$ cat src/rtl/prio_enc_pkg.sv
package prio_enc_pkg;
  // Strobes from the cascade control to the datapath.
  typedef struct packed {
    logic loEnN;   // enable for the lower slice
    logic msbN;    // most significant code bit
    logic flagN;   // combined priority flag
    logic eoN;     // chain enable output
  } cascade_strobes_t;
endpackage

$ cat src/rtl/prio_enc_slice.sv
module prio_enc_slice #(
  parameter int LINES  = 8,
  parameter int CODE_W = $clog2(LINES)
) (
  input  logic [LINES-1:0]  lineN,
  input  logic              enN,
  output logic [CODE_W-1:0] codeN,
  output logic              groupN,
  output logic              enOutN
);
  logic              hit;
  logic [CODE_W-1:0] idx;

  // Ascending scan: the last low line seen is the highest one.
  always_comb begin
    hit = 1'b0;
    idx = '0;
    for (int i = 0; i < LINES; i++) begin
      if (!lineN[i]) begin
        hit = 1'b1;
        idx = CODE_W'(i);
      end
    end
  end

  always_comb begin
    if (enN) begin
      codeN  = '1;
      groupN = 1'b1;
      enOutN = 1'b1;
    end else begin
      codeN  = ~idx;
      groupN = ~hit;
      enOutN = hit;
    end
  end
endmodule

$ cat src/rtl/prio_enc_ctrl.sv
module prio_enc_ctrl
  import prio_enc_pkg::*;
(
  input  logic             hiGsN,
  input  logic             hiEoN,
  input  logic             loGsN,
  input  logic             loEoN,
  output cascade_strobes_t strobes
);
  always_comb begin
    strobes.loEnN = hiEoN;           // lower slice runs only when upper is idle
    strobes.msbN  = hiGsN;
    strobes.flagN = hiGsN & loGsN;
    strobes.eoN   = loEoN;
  end
endmodule

$ cat src/rtl/prio_enc_datapath.sv
module prio_enc_datapath
  import prio_enc_pkg::*;
#(
  parameter int SLICE_LINES = 8,
  parameter bit REG_OUT     = 1'b1,
  localparam int TOTAL      = 2 * SLICE_LINES,
  localparam int SLICE_CW   = $clog2(SLICE_LINES),
  localparam int CW         = SLICE_CW + 1
) (
  input  logic             clk,
  input  logic             rst,
  input  logic [TOTAL-1:0] dataN,
  input  logic             enN,
  input  cascade_strobes_t strobes,
  output logic             hiGsN,
  output logic             hiEoN,
  output logic             loGsN,
  output logic             loEoN,
  output logic [CW-1:0]    codeN,
  output logic             flagN,
  output logic             enOutN
);
  logic [1:0][SLICE_CW-1:0] sliceCode;
  logic [1:0]               sliceGs;
  logic [1:0]               sliceEo;
  logic [1:0]               sliceEn;

  assign sliceEn = {enN, strobes.loEnN};

  for (genvar u = 0; u < 2; u++) begin : g_slice
    prio_enc_slice #(.LINES(SLICE_LINES)) slice_i (
      .lineN  (dataN[u*SLICE_LINES +: SLICE_LINES]),
      .enN    (sliceEn[u]),
      .codeN  (sliceCode[u]),
      .groupN (sliceGs[u]),
      .enOutN (sliceEo[u])
    );
  end

  assign hiGsN = sliceGs[1];
  assign hiEoN = sliceEo[1];
  assign loGsN = sliceGs[0];
  assign loEoN = sliceEo[0];

  logic [CW-1:0] nxtCode;
  assign nxtCode = {strobes.msbN, sliceCode[1] & sliceCode[0]};

  if (REG_OUT) begin : g_reg
    always_ff @(posedge clk) begin
      if (rst) begin
        codeN  <= '1;
        flagN  <= 1'b1;
        enOutN <= 1'b1;
      end else begin
        codeN  <= nxtCode;
        flagN  <= strobes.flagN;
        enOutN <= strobes.eoN;
      end
    end
  end else begin : g_comb
    assign codeN  = nxtCode;
    assign flagN  = strobes.flagN;
    assign enOutN = strobes.eoN;
  end
endmodule

$ cat src/rtl/prio_enc_chain16.sv
module prio_enc_chain16
  import prio_enc_pkg::*;
#(
  parameter int SLICE_LINES = 8,
  parameter bit REG_OUT     = 1'b1,
  localparam int TOTAL      = 2 * SLICE_LINES,
  localparam int CW         = $clog2(TOTAL)
) (
  input  logic             clk,
  input  logic             rst,
  input  logic [TOTAL-1:0] dataN,
  input  logic             enN,
  output logic [CW-1:0]    codeN,
  output logic             flagN,
  output logic             enOutN
);
  cascade_strobes_t strobes;
  logic hiGsN, hiEoN, loGsN, loEoN;

  prio_enc_ctrl ctrl_i (
    .hiGsN   (hiGsN),
    .hiEoN   (hiEoN),
    .loGsN   (loGsN),
    .loEoN   (loEoN),
    .strobes (strobes)
  );

  prio_enc_datapath #(.SLICE_LINES(SLICE_LINES), .REG_OUT(REG_OUT)) dp_i (
    .clk     (clk),
    .rst     (rst),
    .dataN   (dataN),
    .enN     (enN),
    .strobes (strobes),
    .hiGsN   (hiGsN),
    .hiEoN   (hiEoN),
    .loGsN   (loGsN),
    .loEoN   (loEoN),
    .codeN   (codeN),
    .flagN   (flagN),
    .enOutN  (enOutN)
  );
endmodule

$ cat config.mk
export PLATFORM = sky130hd
export DESIGN_NAME = prio_enc_chain16
export DESIGN_NICKNAME = d
export VERILOG_FILES = /design/src/rtl/prio_enc_pkg.sv /design/src/rtl/prio_enc_slice.sv /design/src/rtl/prio_enc_ctrl.sv /design/src/rtl/prio_enc_datapath.sv /design/src/rtl/prio_enc_chain16.sv
export SDC_FILE = /design/constraint.sdc
export NUM_CORES = 1
export LEC_CHECK = 0
export BUFFER_PORTS_ARGS = -buffer_cell sky130_fd_sc_hd__buf_2
export CAP_MARGIN = 40
export CORE_AREA = 10 10 47 49
export CTS_CLUSTER_SIZE = 8
export DETAILED_ROUTE_END_ITERATION = 6
export DIE_AREA = 0 0 57 59
export PLACE_DENSITY_LB_ADDON = 0.1
export SKIP_CTS_REPAIR_TIMING = 1
export SYNTH_ARGS = -nofsm -noshare
export SYNTH_HDL_FRONTEND = slang
export SYNTH_HIERARCHICAL = 1
export SYNTH_SLANG_ARGS = --single-unit
export TNS_END_PERCENT = 5
$ cat constraint.sdc
create_clock -name clk -period 1.97 [get_ports clk]
set_input_delay 0.4925 -clock clk [delete_from_list [all_inputs] [get_ports clk]]
set_output_delay 0.4925 -clock clk [all_outputs]
set_load 0.005 [all_outputs]
==> run_results.csv <==
group,metric,value,unit
logic_synthesis,ys_ff_latch,6,
critical_path,cp_top_family,"simple AND/OR/NAND/NOR gates",
grt,grt_pass1_vias,406,
critical_path,critPathLaunchType,"primary input",
grt,overflow,0,
sta,setup_viol,0,
sta,max_freq,0.628,GHz
logic_synthesis,syn_inst,46,
sta,period_share,80.8,%
routing,via_count,416,
logic_synthesis,syn_nets,65,
logic_synthesis,netlist_area,352,sq um
grt,antenna_found_initial,0,
critical_path,cp.arrival,1.72,ns
logic_synthesis,yosysSeqAreaShare,34.2,%
cts,cts_root_buf,"clkbuf_4",
critical_path,path_max_fanout,3,
critical_path,worstSetupPathType,"primary input to flop",
critical_path,crit_buf_inv,1,
sta,layout_min_cycle_time,1.59,ns
finish,final_common_cell,"buf_2",
sta,hold_violations,0,
routing,wire_per_inst,12.3,um
floorplan,die_height,59,um
finish,multi_input_area,194,sq um
floorplan,core-area,1400,sq um
floorplan,ios,25,
place,io_buffer_count,24,
cts,htreeDepth,1,
sta,final-max-slew-violation-count,0,
routing,finalWirelength,1.06,mm
cts,numClockSinks,6,
floorplan,die_w,57,um
finish,final_util,35.1,%
critical_path,end_kind,"flop",
sta,relSlewSlack,85.4,%
floorplan,initial_core_util,25.1,%
finish,nets,91,
routing,ant_nets,0,
logic_synthesis,ys_warn_count,6,
grt,grt_max_degree,7,
finish,layout_common_cells,"buf_2 (24), dfxtp_1 (6), nand2_1 (6), o21ai_0 (6)",
finish,syn2layout_area_growth,39.9,%
floorplan,die_area,3360,sq um
power,ir_drop,0.123,mV
sta,finalSetupTns,0,ns
finish,antenna_cells,0,
grt,gr-usage-all-layers,6.46,%
power,p_per_area,589,nW/um^2
job,maxCapViolations,0,
worst_hold_path,hold_path_class,"primary input to flop",
sta,tightest_slew,0.217,ns
power,power.leakage,0.233,nW
sta,rsz0062_at_grt,"false",
cts,cts_tree,"yes",
floorplan,row_count,14,
grt,grt_pass1_wl,1.73,mm
cts,cts_buffer_depth,2,
critical_path,critPathSlowestCell,"or3_1",
critical_path,crit_top_cell,"or3_1",
sta,hold_ws,0.509,ns
cts,cts_inserted_buffers,3,
critical_path,critPathMaxStageDelay,0.41,ns
critical_path,crit_required,2.10,ns
routing,post_drt_via_cell_ratio,4.84,
place,globalplace.congestion,0.767,
status,status,"finished, final reports clean",
logic_synthesis,synth.avg_cell_area,7.64,sq um
place,hpwl,927,um
routing,post-route-drc-count,0,
logic_synthesis,yosys.cell_types.count,13,
critical_path,crit_path_cell_trace,"buf_2, nand4_1, or3_1, or3_1, or2_1",
routing,first_iter_violations,3,
cts,clkTransAtPathRegs,0.04,ns
finish,register_area,120,sq um
finish,drive_above_1_share,42.9,%
finish,fillers,159,
routing,dr.pass1.iters,2,
## registers in the layout, summed over array words and instances, names as in the netlist
register / flops
dp_i/enOutN: 1
dp_i/flagN: 1
dp_i/codeN: 4
## synth_stat cells
| cell | n | area (sq um) |
|---|---|---|
| a21o_2 | 3 | 26.3 |
| a21oi_1 | 4 | 20.0 |
| a41oi_1 | 2 | 17.5 |
| and2_1 | 1 | 6.26 |
| buf_4 | 3 | 22.5 |
| dfxtp_1 | 6 | 120 |
| inv_1 | 4 | 15.0 |
| nand2_1 | 6 | 22.5 |
| nand4_1 | 4 | 25.0 |
| o21ai_0 | 6 | 30.0 |
| or2_1 | 3 | 18.8 |
| or2b_1 | 2 | 15.0 |
| or3_1 | 2 | 12.5 |
## metal layers
layer	global-route usage, %	share of wire [%]
met4	5.03	0.38
met5	0	0
met2	10.4	53
met3	3.00	7.9
met1	6.36	39
## final cells by class
| class | count | area share, % |
|---|---|---|
| Sequential cell | 6 | 24.4 |
| Timing Repair Buffer | 24 | 24.4 |
| Inverter | 4 | 3.05 |
| Clock buffer | 3 | 4.58 |
| Multi-Input combinational cell | 33 | 39.4 |
| Tap cell | 16 | 4.07 |
## final timing paths
path / start / end / slack, ns / cells past startpoint
hold / removal: rst / dp_i/codeN[1] / 0.51 / 2
setup / recovery: dataN[15] / dp_i/enOutN / 0.38 / 5
## cell families (layout without fill, tap and decap cells)
family                 Yosys count  in the layout  synth area share [%]
buffers and inverters            7             31                  10.7
and+or+nand+nor                 18             18                  28.5
AOI/OAI and AO/OA               15             15                  26.7
DFF                              6              6                  34.2
## report_power, final
group | leakage [nW] | internal, mW | switching (mW) | total, mW
sequential | 0.0498 | 0.128 | 0.00100 | 0.129
clock | 0.0138 | 0.0686 | 0.0402 | 0.109
combinational | 0.169 | 0.0272 | 0.0251 | 0.0522
## stage by stage
step | area, sq um | instances | worst slack, ns | power [mW]
after floorplan | 352 | 46 | 0.106 | 0.151
after global placement | 469 | 83 | 0.171 | 0.184
after detailed placement | 469 | 83 | 0.126 | 0.183
after CTS | 492 | 86 | 0.383 | 0.297
after global routing | 492 | 86 | 0.296 | 0.312
final | 492 | 86 | 0.377 | 0.290
Power figures use the tool's default switching activity.
